==> src/rtl/pll_lock_pkg.sv <==
package pll_lock_pkg;

    localparam int GOOD_W = 4;

    typedef struct packed {
        logic [GOOD_W-1:0] good;
        logic              lock;
    } lock_state_t;

    typedef struct packed {
        logic cp_high;
        logic f_hc;
        logic f_fm;
        logic f_am;
        logic pin;
    } drive_t;

    // Good-interval run length required for each delay code; 00 behaves as 11.
    function automatic logic [GOOD_W-1:0] run_target(input logic [1:0] code);
        logic [GOOD_W-1:0] t;
        case (code)
            2'b01:   t = GOOD_W'(4);
            2'b10:   t = GOOD_W'(6);
            default: t = GOOD_W'(8);
        endcase
        return t;
    endfunction

endpackage

==> src/rtl/pll_err_width.sv <==
module pll_err_width #(
    parameter int W   = 6,
    parameter int SAT = 41
) (
    input  logic         clk_i,
    input  logic         rst_ni,
    input  logic         standby_i,
    input  logic         up_i,
    input  logic         dn_i,
    input  logic         tick_i,
    input  logic [W-1:0] limit_i,
    output logic         big_o,
    output logic         tick_good_o
);
    logic [W-1:0] err_d, err_q;
    logic [W:0]   sum;
    logic [W-1:0] base;

    always_comb begin
        base = tick_i ? '0 : err_q;
        sum  = {1'b0, base} + (W+1)'(up_i | dn_i);
        if (sum > (W+1)'(SAT)) sum = (W+1)'(SAT);
        err_d       = standby_i ? '0 : W'(sum);
        big_o       = !standby_i && (sum > {1'b0, limit_i});
        tick_good_o = tick_i && !standby_i && (err_q <= limit_i);
    end

    always_ff @(posedge clk_i or negedge rst_ni) begin
        if (!rst_ni) err_q <= '0;
        else         err_q <= err_d;
    end


    width_monotonic_chk: assert property (@(posedge clk_i) disable iff (!rst_ni)
        (!tick_i && !standby_i) |=> (err_q >= $past(err_q)));

endmodule

==> src/rtl/pll_lock_seq.sv <==
module pll_lock_seq
    import pll_lock_pkg::*;
(
    input  logic              clk_i,
    input  logic              rst_ni,
    input  logic              standby_i,
    input  logic              tick_i,
    input  logic              tick_good_i,
    input  logic              big_i,
    input  logic [GOOD_W-1:0] target_i,
    output logic              lock_o
);
    lock_state_t st_d, st_q;
    logic [GOOD_W-1:0] nxt;

    always_comb begin
        st_d = st_q;
        nxt  = st_q.good + GOOD_W'(st_q.good < target_i);
        if (standby_i) begin
            st_d = '0;
        end else if (big_i) begin
            st_d.good = '0;
            st_d.lock = 1'b0;
        end else if (tick_i) begin
            if (tick_good_i) begin
                st_d.good = nxt;
                st_d.lock = st_q.lock | (nxt >= target_i);
            end else begin
                st_d.good = '0;
                st_d.lock = 1'b0;
            end
        end
    end

    always_ff @(posedge clk_i or negedge rst_ni) begin
        if (!rst_ni) st_q <= '0;
        else         st_q <= st_d;
    end

    assign lock_o = st_q.lock;


    big_drops_lock_chk: assert property (@(posedge clk_i) disable iff (!rst_ni)
        big_i |=> !st_q.lock && st_q.good == '0);

    standby_clear_chk: assert property (@(posedge clk_i) disable iff (!rst_ni)
        standby_i |=> !st_q.lock && st_q.good == '0);

    lock_rise_on_tick_chk: assert property (@(posedge clk_i) disable iff (!rst_ni)
        $rose(st_q.lock) |-> $past(tick_good_i));

endmodule

==> src/rtl/pll_cp_route.sv <==
module pll_cp_route
    import pll_lock_pkg::*;
(
    input  logic   lock_i,
    input  logic   ctl_en_i,
    input  logic   cur_hi_sw_i,
    input  logic   filt_sel_i,
    input  logic   pin_sel_i,
    input  logic   gpo_i,
    output drive_t drv_o
);
    always_comb begin
        drv_o.cp_high = ctl_en_i ? !lock_i : cur_hi_sw_i;
        drv_o.f_hc    = drv_o.cp_high;
        drv_o.f_fm    = !drv_o.cp_high && filt_sel_i;
        drv_o.f_am    = !drv_o.cp_high && !filt_sel_i;
        drv_o.pin     = pin_sel_i ? lock_i : gpo_i;
    end
endmodule

==> src/rtl/pll_lock_monitor.sv <==
module pll_lock_monitor
    import pll_lock_pkg::*;
#(
    parameter int UNIT_CYC = 1
) (
    input  logic       clk_i,
    input  logic       rst_ni,
    input  logic       up_i,
    input  logic       dn_i,
    input  logic       ref_tick_i,
    input  logic       standby_i,
    input  logic [1:0] thr_code_i,
    input  logic [1:0] dly_code_i,
    input  logic       lock_ctl_en_i,
    input  logic       cur_hi_sw_i,
    input  logic       pin_sel_i,
    input  logic       gpo_i,
    input  logic       filt_sel_i,
    output logic       lock_o,
    output logic       cp_high_o,
    output logic       filt_hc_o,
    output logic       filt_fm_o,
    output logic       filt_am_o,
    output logic       shared_pin_o
);
    localparam int MAX_LIM = 40 * UNIT_CYC;
    localparam int WID_W   = $clog2(MAX_LIM + 2);

    logic [WID_W-1:0]  limit;
    logic [GOOD_W-1:0] target;
    logic              big, tick_good, lock;
    drive_t            drv;

    always_comb begin
        limit  = WID_W'((int'(thr_code_i) + 1) * 10 * UNIT_CYC);
        target = run_target(dly_code_i);
    end

    pll_err_width #(.W(WID_W), .SAT(MAX_LIM + 1)) u_width (
        .clk_i       (clk_i),
        .rst_ni      (rst_ni),
        .standby_i   (standby_i),
        .up_i        (up_i),
        .dn_i        (dn_i),
        .tick_i      (ref_tick_i),
        .limit_i     (limit),
        .big_o       (big),
        .tick_good_o (tick_good)
    );

    pll_lock_seq u_seq (
        .clk_i       (clk_i),
        .rst_ni      (rst_ni),
        .standby_i   (standby_i),
        .tick_i      (ref_tick_i),
        .tick_good_i (tick_good),
        .big_i       (big),
        .target_i    (target),
        .lock_o      (lock)
    );

    pll_cp_route u_route (
        .lock_i      (lock),
        .ctl_en_i    (lock_ctl_en_i),
        .cur_hi_sw_i (cur_hi_sw_i),
        .filt_sel_i  (filt_sel_i),
        .pin_sel_i   (pin_sel_i),
        .gpo_i       (gpo_i),
        .drv_o       (drv)
    );

    assign lock_o       = lock;
    assign cp_high_o    = drv.cp_high;
    assign filt_hc_o    = drv.f_hc;
    assign filt_fm_o    = drv.f_fm;
    assign filt_am_o    = drv.f_am;
    assign shared_pin_o = drv.pin;


    one_filter_chk: assert property (@(posedge clk_i) disable iff (!rst_ni)
        $countones({filt_hc_o, filt_fm_o, filt_am_o}) == 1);

endmodule

==> config.mk <==
export PLATFORM = sky130hd
export DESIGN_NAME = pll_lock_monitor
export DESIGN_NICKNAME = d
export VERILOG_FILES = /design/src/rtl/pll_lock_pkg.sv /design/src/rtl/pll_err_width.sv /design/src/rtl/pll_lock_seq.sv /design/src/rtl/pll_cp_route.sv /design/src/rtl/pll_lock_monitor.sv
export SDC_FILE = /design/constraint.sdc
export NUM_CORES = 1
export LEC_CHECK = 0
export ABC_AREA = 1
export BUFFER_PORTS_ARGS = -buffer_cell sky130_fd_sc_hd__buf_2
export CORE_UTILIZATION = 35
export DETAILED_ROUTE_END_ITERATION = 10
export MAX_ROUTING_LAYER = met4
export SLEW_MARGIN = 40
export SYNTH_ARGS = -nofsm -noshare
export SYNTH_HDL_FRONTEND = slang
export SYNTH_SLANG_ARGS = --single-unit
export TNS_END_PERCENT = 1
==> constraint.sdc <==
create_clock -name clk_i -period 4.35 [get_ports clk_i]
set_input_delay 0.6525 -clock clk_i [delete_from_list [all_inputs] [get_ports clk_i]]
set_output_delay 0.6525 -clock clk_i [all_outputs]
set_load 0.005 [all_outputs]
=== After elaboration in Yosys (flattened, before gate mapping) ===
Cells that the tools add are included.

* Add/subtract/negate cells: 3
* Multiply operators: 1
* Order comparisons: 5
* Equal/unequal tests: 2
* Muxes and demuxes: 10
* Bitwise logic cells: 2
* Reduce and logical (&&, ||, !) cells: 10

{| class="wikitable"
|+ Operators with widths
! kind !! number
|-
| 5-bit 2-to-1 mux || 4
|-
| 6-bit 2-to-1 mux || 2
|-
| 4-bit one-hot mux with 2 select lines || 1
|-
| 6-bit by 7-bit adder with 7-bit output || 1
|-
| 7-bit by 6-bit greater-than comparator with 1-bit output || 1
|-
| 7-bit by 6-bit greater-than comparator with 1-bit output, second input constant || 1
|-
| 7-bit 2-to-1 mux || 1
|-
| 6-bit less-or-equal comparator || 1
|-
| 1-bit logical AND || 5
|-
| 3-bit by 3-bit multiplier with 5-bit output, second input constant || 1
|-
| 4-bit by 1-bit adder with 4-bit output || 1
|-
| 4-bit >= comparator || 1
|-
| 1-bit logical NOT || 4
|-
| 4-bit < comparator || 1
|-
| 2-bit by 1-bit adder with 3-bit output, second input constant || 1
|-
| 3-bit nonzero test || 1
|-
| 2-bit by 1-bit == test with 1-bit output, second input constant || 1
|-
| 2-bit == test, second input constant || 1
|-
| 1-bit 2-to-1 mux || 2
|-
| 1-bit OR || 2
|}

* Bits in registers: 11
* Input port bits: 15
* Output and inout port bits: 6

=== Logic depth before layout (Yosys ltp) ===
Gate-level depths: netlist of the first run.

* Depth after elaboration: 10
* Mapped depth: 22
* Gate-level depth less buffers: 22

=== By module ===
A second synthesis of the first run with hierarchy kept.

* Cell total of the unflattened synthesis: 185
* Area total of the unflattened synthesis: 1317.5 sq um

{| class="wikitable"
|+ Modules (own cells, without submodules)
! module !! instances !! cells each !! area each (sq um) !! seq. area each (sq um)
|-
| pll_err_width || 1 || 109 || 747.0 || 150.1
|-
| pll_lock_seq || 1 || 55 || 455.4 || 125.1
|-
| pll_lock_monitor || 1 || 10 || 63.8 || 0.0
|-
| pll_cp_route || 1 || 11 || 51.3 || 0.0
|}

=== Worst setup path before layout of the first run ===
Ideal clock, no wire load.

* Path kind: input to register
* Start: input dn_i
* End: register u_seq.st_q (netlist bit u_seq.lock_o)
* Setup time: 0.065 ns
* Data arrival time: 2.946 ns
* Data required time: 4.285 ns
* Slack: 1.339 ns
* Stages: 18
* Buffers on the path: 0
* Cells stage by stage: or2_2 ha_1 ha_1 nand3_2 nor2_2 nand3_1 nand3_2 nand2_4 inv_1 nor2_1 ha_1 nand2_1 inv_1 a221oi_1 o211ai_1 nand2_4 nand3_1 nand2_1

* Cells in the longest elaborated chain, start to end: 8
* Elaborated cells on any way between the ends: 9
* Those cells by class: add/sub: 1; order compare: 2; mux: 3; bitwise: 1; reduce/logical: 2

{| class="wikitable"
|+ Ends and longest elaborated chain
! what !! RTL line !! source
|-
| start, declared || pll_lock_monitor.sv:9 || <nowiki>input logic dn_i,</nowiki>
|-
| 1-bit OR (*) || pll_err_width.sv:21 || <nowiki>sum = {1'b0, base} + (W+1)'(up_i | dn_i);</nowiki>
|-
| 6-bit by 7-bit adder with 7-bit output (*) || pll_err_width.sv:21 ||
|-
| 7-bit by 6-bit greater-than comparator with 1-bit output || pll_err_width.sv:22 || <nowiki>if (sum > (W+1)'(SAT)) sum = (W+1)'(SAT);</nowiki>
|-
| 7-bit 2-to-1 mux (*) || pll_err_width.sv:22 ||
|-
| 7-bit by 6-bit greater-than comparator with 1-bit output (*) || pll_err_width.sv:24 || <nowiki>big_o = !standby_i && (sum > {1'b0, limit_i});</nowiki>
|-
| 1-bit logical AND (*) || pll_err_width.sv:24 ||
|-
| 5-bit 2-to-1 mux || pll_lock_seq.sv:21 || <nowiki>end else if (big_i) begin</nowiki>
|-
| 5-bit 2-to-1 mux || pll_lock_seq.sv:19 || <nowiki>if (standby_i) begin</nowiki>
|-
| end signal, assigned || pll_lock_seq.sv:37 || <nowiki>else st_q <= st_d;</nowiki>
|-
| end, declared || pll_lock_seq.sv:13 || <nowiki>lock_state_t st_d, st_q;</nowiki>
|}

Every way passes the cells marked *; elsewhere a longest branch is shown, timed or not.
A chain may end at the register's enable or synchronous reset.

=== Worst setup path after layout of the first run ===
* Start: input dn_i
* End: register u_seq.st_q[1] in the netlist's numbering

Same word-level chain as after synthesis.

==> impl_results.md, run 1 <==
* CP max-delay cell: or2_2
* Die H at 59.6 um
* HPWL Detailed at 2150 um
* Post-DRT Antenna Nets at 0
* Initial core utilization at 37.5%
* Worst Max-Slew Pin Slew at 0.398 ns
* Fmax at 0.326 GHz
* EDFF count, synth at 0
* Yosys reg bits at 11
* Hold WS at 0.250 ns
* Die ar. at 0.00356 sq mm
* Seq/Total Area, Yosys at 23.7%
* Gr ovfl total at 0
* Htree depth at 1
* PD cells at 186 mW/mm^2
* Final setup fails at 0
* Initial drt markers at 26
* CTS max path bufs at 2
* CTS Hold Buffers Added at 0
* Most frequent cells in the layout: nand2_1, inv_1, ha_1
* Setup crit start kind: input port
* Vias in the first global route at 1056
* CP Max Fanout at 6
* Clock Skews at 0.000674 ns
* GP Congestion at 0.847
* Crit-path cells: buf_2 > or2_2 > ha_1 > ha_1 > nand3_2 > nor2_2 > nand3_1 > nand3_2 > nand2_4 > inv_1 > nor2_1 > ha_1 > nand2_1 > inv_1 > a221oi_1 > o211ai_1 > nand2_4 > nand3_1 > nand2_1
* RSZ-0062 raised after global routing: no
* Min Clock Period, post-route at 3.07 ns
* Resized Gates After CTS at 0
* Post-CTS setup buffers at 0
* Period utilization at 70.6%
* Syn Inst Count at 151
* Largest area contributor in the netlist: ha_1
* Syn-to-layout area delta at 14.3%
* # DRC at 0
* Yosys warns at 0
* Distinct cell type count of the synthesized netlist at 29
* Slew HR at 73.4%
* Die width at 59.6 um
* I/O Pins at 21
* Met2 Use GR at 31.6%
* GR peak layer: met2
* CP required at 4.56 ns
* Clock Sinks at 11
* CP Class: input port to register
* Syn Nets at 189
* Mapped Avg Cell Area at 7.70 sq um
* Pre-CTS setup slack at 0.996 ns
* Row cnt at 20
* Final Worst Setup Slack at 1.28 ns
* Hold Crit Class: input port to async pin
* Fin. Hold Viols at 0
* Main area contributors after synthesis: ha_1, dfrtp_1, nand2_1, inv_1, nand3_1
* First-pass GRT wire length at 4420 um
* Setup TNS Final at 0 ns
* Vias/cell at 4.82
* GR Layer Usage met3 at 3.93%
* Fraction of layout instances using a drive strength above 1 at 21.4%
* Detailed-route wire length per cell at 11.5 um
* Synth Flop Type: dfrtp_1
* Most common cell after layout, fill and taps aside: nand2_1
* Status: completed
* CP arrival at 3.28 ns
* Clock root buffer: clkbuf_4
* CP Capture Type: register
* GRT met1 Usage at 19.7%
* Proportion of netlist area held by the largest area contributor at 24.8%
* Final WL at 2490 um
* IO buf count at 20
* Worst skew pair latency at 0.26 ns
* TritonCTS clock tree: done
* Post-Syn Area at 0.00116 sq mm
* Most used cell, CP: ha_1
* Total power after layout at 247 uW
* Synth async-reset ratio at 100%
* Overall routing resource usage at 17.2%
* Worst VDD drop at 0.000113 V
* Max Slew Vio Count at 0
* Leakage power at 0.000778 uW
* Clock slew seen by the registers of the worst setup and hold paths at 0.07 ns
* Drt pass-1 iters at 4
* Max Cap Viol at 0
* Via count at 1046
* Total Nets Final at 212
* ANT cells at 0
* Largest net degree at the start of global routing at 12
* CP max stage delay at 0.30 ns
* Antenna violations before repair at 0
* Core area at 0.00310 sq mm
* CTS buffer count at 3
## layer usage
| metal | share of wire, % | wire length [um] |
|---|---|---|
| met1 | 45 | 1110 |
| met3 | 2.2 | 55 |
| met5 | 0 | 0 |
| met4 | 0.24 | 6 |
| met2 | 53 | 1320 |
## path summary, 6_finish.rpt
path | start | endpoint | slack, ns | cells after the start
max reg2reg | u_width.err_q[0]$_DFF_PN0_ | u_seq.st_q[1]$_DFFE_PN0P_ | 1.50 | 19
min reg2reg | u_seq.st_q[1]$_DFFE_PN0P_ | u_seq.st_q[1]$_DFFE_PN0P_ | 0.55 | 2
min in group clk_i | u_seq.st_q[1]$_DFFE_PN0P_ | u_seq.st_q[1]$_DFFE_PN0P_ | 0.55 | 2
max | dn_i | u_seq.st_q[1]$_DFFE_PN0P_ | 1.28 | 19
max in group asynchronous | rst_ni | u_seq.st_q[1]$_DFFE_PN0P_ | 3.89 | 1
min | rst_ni | u_width.err_q[4]$_DFF_PN0_ | 0.25 | 1
## area by class of cell
type / instances / area (sq um)
Timing Repair Buffer: 20 / 100
Fill cell: 336 / 1770
Clock buffer: 4 / 26.3
Inverter: 25 / 93.8
Tap cell: 44 / 55.1
Sequential cell: 11 / 275
Multi-Input combinational cell: 113 / 778
## where the power goes
group	switching, uW	total (uW)	internal [uW]
Sequential	3.45	110	106
Combinational	38.4	66.8	28.4
Clock	35.3	70.8	35.5
## cells by family after synthesis
kind of cell / synth area share (%)
DFF: 23.7
muxes: 0.969
xor gates and xnor gates: 1.51
adders and majority gates: 24.8
AOI/OAI and AO/OA: 8.93
buffers and inverters: 9.36
and+or+nand+nor: 30.8
## registers in the layout, indices dropped and copies added (netlist names)
name,cells
u_seq.lock_o,1
u_seq.st_q,4
u_width.err_q,6
## synthesized netlist by cell type, types with 2 or more instances
cell type	count
ha_1	23
nor3_1	2
a21o_1	2
dfrtp_1	11
a21oi_1	5
a22oi_1	2
nand2_1	28
inv_1	24
nand2_4	2
nand3_2	3
o21ai_0	2
o211ai_1	2
nor2_1	15
nand3_1	12
nand2_2	3
buf_4	2
## worst max-delay path: cells and delay by family
| kind | cells | cell delay [ns] |
|---|---|---|
| buffers and inverters | 3 | 0.22 |
| AND/OR/NAND/NOR | 11 | 1.32 |
| adder cells (fa/ha/maj) | 3 | 0.61 |
| AO/OA/AOI/OAI | 2 | 0.46 |
## through the flow
step | instance area (sq um) | utilization (%) | instances
4_1_cts | 1330 | 42.8 | 217
5_1_grt | 1330 | 42.8 | 217
6_report | 1330 | 42.8 | 217
3_3_place_gp | 1300 | 42.0 | 213
2_1_floorplan | 1160 | - | 151
3_5_place_dp | 1300 | 42.0 | 213
Power figures use the tool's default switching activity.
==> run 2, diff against run 1 <==
==> constraint.sdc (replaced) <==
create_clock -name clk_i -period 2.9 [get_ports clk_i]
set_input_delay 0.435 -clock clk_i [delete_from_list [all_inputs] [get_ports clk_i]]
set_output_delay 0.435 -clock clk_i [all_outputs]
set_load 0.005 [all_outputs]
==> run 2 against run 1 <==
Core utilization up 5.6 points. First-iteration DRC count decreased by 27%. Sequential share of layout area shrank 2.4 points. Clock power grew 55%. Via count is 2.0% higher. Combinational power is 74% higher. Clock skew is 0.0030 ns higher. Total power grew 58%. Critical path depth fell by 1. Critical endpoint is now u_seq.st_q[3]$_DFFE_PN0P_. Largest power group unchanged.
==> impl_results.md, run 2 (same netlist as run 1, synthesis figures left out) <==
* CP Max Fanout at 3 (-3)
* Initial drt markers at 19 (-27%)
* Setup crit start kind: input port
* Max Slew Vio Count at 0 (unchanged)
* Initial core utilization at 37.5% (unchanged)
* Routed wl met3 at 54 um (-1.8%)
* CP Class: input port to register
* Met1 WL at 1180 um (+5.9%)
* Hold Crit Class: input port to async pin
* CP Capture Type: register
* Highest Signal Layer: met4
* Clock root buffer: clkbuf_4
* CP max stage delay at 0.33 ns (+0.03 ns)
* Min Clock Period, post-route at 2.75 ns
* Psw at 125 uW (+62%)
* Syn-to-layout area delta at 29.4%
* Crit-path cells: buf_2 > or2_2 > ha_4 > ha_4 > nand3_4 > nor2_4 > nand2_2 > nand2_2 > buf_4 > buf_4 > nor2_2 > ha_1 > nand2_1 > inv_2 > a221oi_2 > o211ai_1 > buf_4 > a22oi_1
* Clock slew seen by the registers of the worst setup and hold paths at 0.07 ns (about the same)
* Layout fillers at 324 (-3.6%)
* Worst VDD drop at 0.000116 V (+2.8%)
* CP max-delay cell: or2_2
* Row cnt at 20 (unchanged)
* # DRC at 0 (unchanged)
* Top reg by flops: u_width.err_q
* Worst skew pair latency at 0.28 ns (+0.02 ns)
* Placed Cells at 223 (+4.7%)
* Vias/cell at 4.66 (-3.3%)
* Hold WS at 0.0145 ns (-0.235 ns)
* First-pass GRT wire length at 4350 um (-1.7%)
* Int Pwr at 266 uW (+56%)
* Clock power share at 28.2% (-0.4 points)
* Slew HR at 73.6% (+0.27 points)
* Vias in the first global route at 1046 (-0.95%)
* TritonCTS clock tree: done
* Levels on crit path at 18 (-1)
* Overall routing resource usage at 17.4% (+0.22 points)
* GP Congestion at 0.817 (-3.6%)
* PD cells at 260 mW/mm^2 (+40%)
* Crit Reg-Reg Endpoint: u_seq.st_q[3]$_DFFE_PN0P_
* Most common cell after layout, fill and taps aside: nand2_1
* HPWL Detailed at 2270 um (+5.5%)
* CTS Hold Buffers Added at 0 (unchanged)
* Detailed-route wire length per cell at 12.0 um (+4.7%)
* Period utilization at 94.9%
* Switching Fraction at 32.0% (+0.74 points)
* Flop pwr share at 42.1% (-2.2 points)
* Worst Max-Slew Pin Slew at 0.394 ns (-0.00401 ns)
* Leakage power at 0.000837 uW (+7.6%)
* Largest net degree at the start of global routing at 12 (unchanged)
* Total power after layout at 391 uW (+58%)
* Clock Sinks at 11 (unchanged)
* ANT cells at 0 (unchanged)
* Core area at 0.00310 sq mm (unchanged)
* Die width at 59.6 um (unchanged)
* CP Launch Point: dn_i
* I/O Pins at 21 (unchanged)
* Status: completed
* Most frequent cells in the layout: nand2_1, inv_1, ha_1
* Via count at 1067 (+2.0%)
* CP arrival at 2.95 ns (-0.33 ns)
* Max Cap Viol at 0 (unchanged)
* CTS max path bufs at 2 (unchanged)
* Worst R2R Setup Slack at 0.15 ns (-1.35 ns)
* Fin. Hold Viols at 0 (unchanged)
* Delay-heaviest family, CP: simple AND/OR/NAND/NOR gates
* RR Startpoint: u_width.err_q[0]$_DFF_PN0_
* Worst path bufs/invs at 5 (+2)
* WL met2 at 1480 um (+12%)
* Max reg flops at 6 (unchanged)
* Most used cell, CP: buf_4
* Fmax at 0.363 GHz
* Final std cells w/o fill at 229 (+5.5%)
* Post-DRT Antenna Nets at 0 (unchanged)
* IO buf count at 20 (unchanged)
* Fraction of layout instances using a drive strength above 1 at 34.1% (+13 points)
* Total Nets Final at 224 (+5.7%)
* Gr ovfl total at 0 (unchanged)
* Final setup fails at 0 (unchanged)
* Post-Layout Inst Area at 0.00150 sq mm (+13%)
* Antenna violations before repair at 0 (unchanged)
* Comb power frac at 29.7% (+2.7 points)
* Worst setup path end: u_seq.st_q[3]$_DFFE_PN0P_
* Htree depth at 1 (unchanged)
* Die H at 59.6 um (unchanged)
* Clock Skews at 0.00371 ns (+0.00304 ns)
* Die ar. at 0.00356 sq mm (unchanged)
* Drt pass-1 iters at 4 (unchanged)
* R2R cell count at 19 (unchanged)
* CTS buffer count at 3 (unchanged)
* Post-DP Area at 0.00138 sq mm (+5.8%)
* CP required at 3.10 ns (-1.46 ns)
* Final WL at 2750 um (+10%)
[run 2: worst min path at each step]
| stage | to | from | slack, ns |
|---|---|---|---|
| 6_report | u_seq.st_q[4]$_DFFE_PN0P_ | rst_ni | 0.01 |
| 5_1_grt | u_seq.st_q[4]$_DFFE_PN0P_ | rst_ni | 0.04 |
| 4_1_cts | u_seq.st_q[4]$_DFFE_PN0P_ | rst_ni | 0.02 |
| 3_5_place_dp | u_seq.st_q[4]$_DFFE_PN0P_ | rst_ni | 0.32 |
| 3_3_place_gp | u_seq.st_q[4]$_DFFE_PN0P_ | rst_ni | 0.32 |
| 2_1_floorplan | u_seq.lock_o$_DFFE_PN0P_ | rst_ni | 0.14 |
[run 2: layout make-up]
| type | instances | area [sq um] | share of cell area, % |
|---|---|---|---|
| Tap cell | 44 | 55.1 | 3.66 |
| Clock buffer | 4 | 26.3 | 1.75 |
| Inverter | 25 | 93.8 | 6.24 |
| Multi-Input combinational cell | 113 | 863 | 57.4 |
| Sequential cell | 11 | 275 | 18.3 |
| Timing Repair Buffer | 32 | 190 | 12.6 |
[run 2: repair_timing]
item                                    in CTS  in global routing
gates resized for setup                      0                 19
buffers inserted                             0                  2
endpoints found under the setup margin       0                  5
[run 2: metal layers]
metal | up-vias | GRT usage [%]
met4 | 0 | 5.98
met1 | 479 | 18.7
met3 | 6 | 3.28
met5 | - | -
li1 | 566 | -
met2 | 16 | 31.6
[run 2: metrics by stage]
| stage | worst slack [ns] | utilization (%) | TNS (ns) |
|---|---|---|---|
| 2_1_floorplan | 0.106 | - | 0 |
| 3_3_place_gp | -0.0722 | 44.4 | -0.286 |
| 3_5_place_dp | -0.145 | 44.4 | -0.641 |
| 4_1_cts | 0.0716 | 45.2 | 0 |
| 5_1_grt | -0.0462 | 48.5 | -0.0993 |
| 6_report | 0.147 | 48.5 | 0 |
[run 2: worst reg2reg max path: cells and delay by family (launching register included)]
kind                       cells  cell delay [ns]
buffers and inverters          4             0.35
AOI/OAI and AO/OA              3             0.57
and+or+nand+nor                9             0.90
DFF                            1             0.35
adders and majority gates      3             0.52
[run 2: power groups by stage]
stage                     sequential (uW)  clock, uW  combinational (uW)
after floorplan                       166          0                67.0
final                                 165        110                 116
after detailed placement              168          0                 110
after global placement                167          0                 106
after CTS                             164        114                 111
after global routing                  165        119                 134
==> run 3, diff against run 2 <==
==> constraint.sdc (replaced) <==
create_clock -name clk_i -period 2.3 [get_ports clk_i]
set_input_delay 0.345 -clock clk_i [delete_from_list [all_inputs] [get_ports clk_i]]
set_output_delay 0.345 -clock clk_i [all_outputs]
set_load 0.005 [all_outputs]
==> run 3 against run 2 <==
The run now ends with setup timing left. Setup slack worse by 0.41 ns. Design area rose by 15%. First-iteration DRC count is 11% higher. Routed wire length decreased by 0.11%. Final cell count is 9.6% higher. Total power grew 34%. Count of clock-buffer cells in the layout unchanged. Register-to-register slack got worse by 0.41 ns. Die area stayed put. Flip-flop and latch count unchanged. Core utilization rose by 7.1 points. Critical path type is now register to register. Highest routed layer unchanged.
==> impl_results.md, run 3 (same netlist as run 1, synthesis figures left out) <==
* # DRC at 0 (unchanged)
* CTS max path bufs at 2 (unchanged)
* Leakage power at 0.000943 uW (+13%)
* Period utilization at 111%
* First-pass GRT wire length at 4830 um (+11%)
* CP Max Fanout at 6 (+3)
* Gr ovfl total at 0 (unchanged)
* Antenna violations before repair at 0 (unchanged)
* RSZ-0062 raised after global routing: yes
* CP Class: register to register
* Syn-to-layout area delta at 48.3%
* TritonCTS clock tree: done
* Die ar. at 0.00356 sq mm (unchanged)
* Setup TNS Final at -1.13 ns (-1.13 ns)
* Setup crit start kind: register
* Most frequent cells in the layout: buf_4, nand2_1, inv_1
* Clock Skews at 0.00464 ns (+0.000933 ns)
* Fin. Hold Viols at 0 (unchanged)
* CP required at 2.47 ns (-0.63 ns)
* Final std cells w/o fill at 251 (+9.6%)
* Slew HR at 71.8% (-1.8 points)
* Vias in the first global route at 1137 (+8.7%)
* GP Congestion at 0.811 (-0.67%)
* Placed Cells at 239 (+7.2%)
* PD cells at 304 mW/mm^2 (+17%)
* Drt pass-1 iters at 4 (unchanged)
* Max Slew Vio Count at 0 (unchanged)
* CP arrival at 2.73 ns (-0.22 ns)
* Top reg by flops: u_width.err_q
* CTS buffer count at 3 (unchanged)
* Util after Layout at 55.6% (+7.1 points)
* Hold Crit Class: input port to register
* Most common cell after layout, fill and taps aside: buf_4
* Status: finished with violations
* Worst skew pair latency at 0.27 ns (about the same)
* Core area at 0.00310 sq mm (unchanged)
* Worst VDD drop at 0.000272 V (+130%)
* Total Nets Final at 246 (+9.8%)
* Final WL at 2750 um (-0.11%)
* Htree depth at 1 (unchanged)
* Final setup fails at 5 (+5)
* CP Capture Type: register
* HPWL Detailed at 2300 um (+1.4%)
* I/O Pins at 21 (unchanged)
* Max reg flops at 6 (unchanged)
* Overall routing resource usage at 18.6% (+1.2 points)
* Fraction of layout instances using a drive strength above 1 at 45.4% (+11 points)
* Initial core utilization at 37.5% (unchanged)
* ANT cells at 0 (unchanged)
* Worst Max-Slew Pin Slew at 0.421 ns (+0.0279 ns)
* Vias/cell at 4.73 (+1.4%)
* IO buf count at 20 (unchanged)
* Largest net degree at the start of global routing at 12 (unchanged)
* Failing checks: setup timing
* Row cnt at 20 (unchanged)
* Total power after layout at 523 uW (+34%)
* Initial drt markers at 21 (+2)
* Die width at 59.6 um (unchanged)
* Via count at 1186 (+11%)
* Clock Sinks at 11 (unchanged)
* Hold WS at 0.332 ns (+0.318 ns)
* Max Cap Viol at 0 (unchanged)
* Final Worst Setup Slack at -0.263 ns (-0.410 ns)
* Fmax at 0.390 GHz
* Post-DRT Antenna Nets at 0 (unchanged)
* Die H at 59.6 um (unchanged)
* Clock slew seen by the registers of the worst setup and hold paths at 0.08 ns (about the same)
* Clock root buffer: clkbuf_4
* Detailed-route wire length per cell at 10.9 um (-8.9%)
* Min Clock Period, post-route at 2.56 ns
[run 3: final timing paths]
path	from	cells past startpoint	slack [ns]	endpoint
worst max-delay path	u_width.err_q[0]$_DFF_PN0_	19	-0.26	u_seq.st_q[2]$_DFFE_PN0P_
worst min-delay path	standby_i	2	0.33	u_width.err_q[3]$_DFF_PN0_
worst max register to register	u_width.err_q[0]$_DFF_PN0_	19	-0.26	u_seq.st_q[2]$_DFFE_PN0P_
worst min register to register	u_seq.st_q[1]$_DFFE_PN0P_	2	0.54	u_seq.st_q[1]$_DFFE_PN0P_
max in group asynchronous	rst_ni	2	1.61	u_seq.st_q[4]$_DFFE_PN0P_
min in group asynchronous	rst_ni	2	0.47	u_width.err_q[4]$_DFF_PN0_
[run 3: layer usage]
| layer | GRT usage, % | vias to the layer above | share of wire, % |
|---|---|---|---|
| met5 | - | - | 0 |
| met4 | 5.32 | 0 | 1.1 |
| met3 | 1.75 | 4 | 3.3 |
| met2 | 29.4 | 21 | 48 |
| met1 | 25.3 | 547 | 48 |
| li1 | - | 614 | - |
[run 3: timing repair]
action,in CTS,in global routing
endpoints found under the setup margin,5,5
resized for setup,7,9
buffers inserted,6,1
hold endpoints to repair,11,0
hold buffers,1,0
pin swaps,9,13
[run 3: through the flow]
| step | worst slack, ns | instance area [sq um] |
|---|---|---|
| after floorplan | -0.218 | 1240 |
| after global placement | -0.496 | 1580 |
| after detailed placement | -0.516 | 1580 |
| after CTS | -0.293 | 1680 |
| after global routing | -0.483 | 1720 |
| final | -0.263 | 1720 |
[run 3: critical path: stages (launching register included)]
cell      delay (ns)
dfrtp_1         0.35
inv_2           0.05
nor2_4          0.11
ha_4            0.15
ha_4            0.13
nand3_4         0.08
nor2_4          0.11
nand3_2         0.09
nand3_2         0.14
nand2_4         0.08
inv_4           0.07
nor2_4          0.04
ha_4            0.25
nand2_2         0.05
inv_2           0.08
nand3_2         0.07
o211ai_1        0.32
nand2_4         0.14
nand3_2         0.10
nand2_1         0.05
[run 3: cell type report]
class                   instances  area, sq um
clock buffers                   4         26.3
fillers                       290         1380
inverters                      25         96.3
multi-input cells             113          913
flip-flops and latches         11          275
well taps                      44         55.1
repair buffers                 54          358
[run 3: where the power goes]
| part | switching (uW) | internal [uW] |
|---|---|---|
| Sequential | 5.82 | 201 |
| Combinational | 89.7 | 87.1 |
| Clock | 72.8 | 67.2 |
| Total | 168 | 355 |
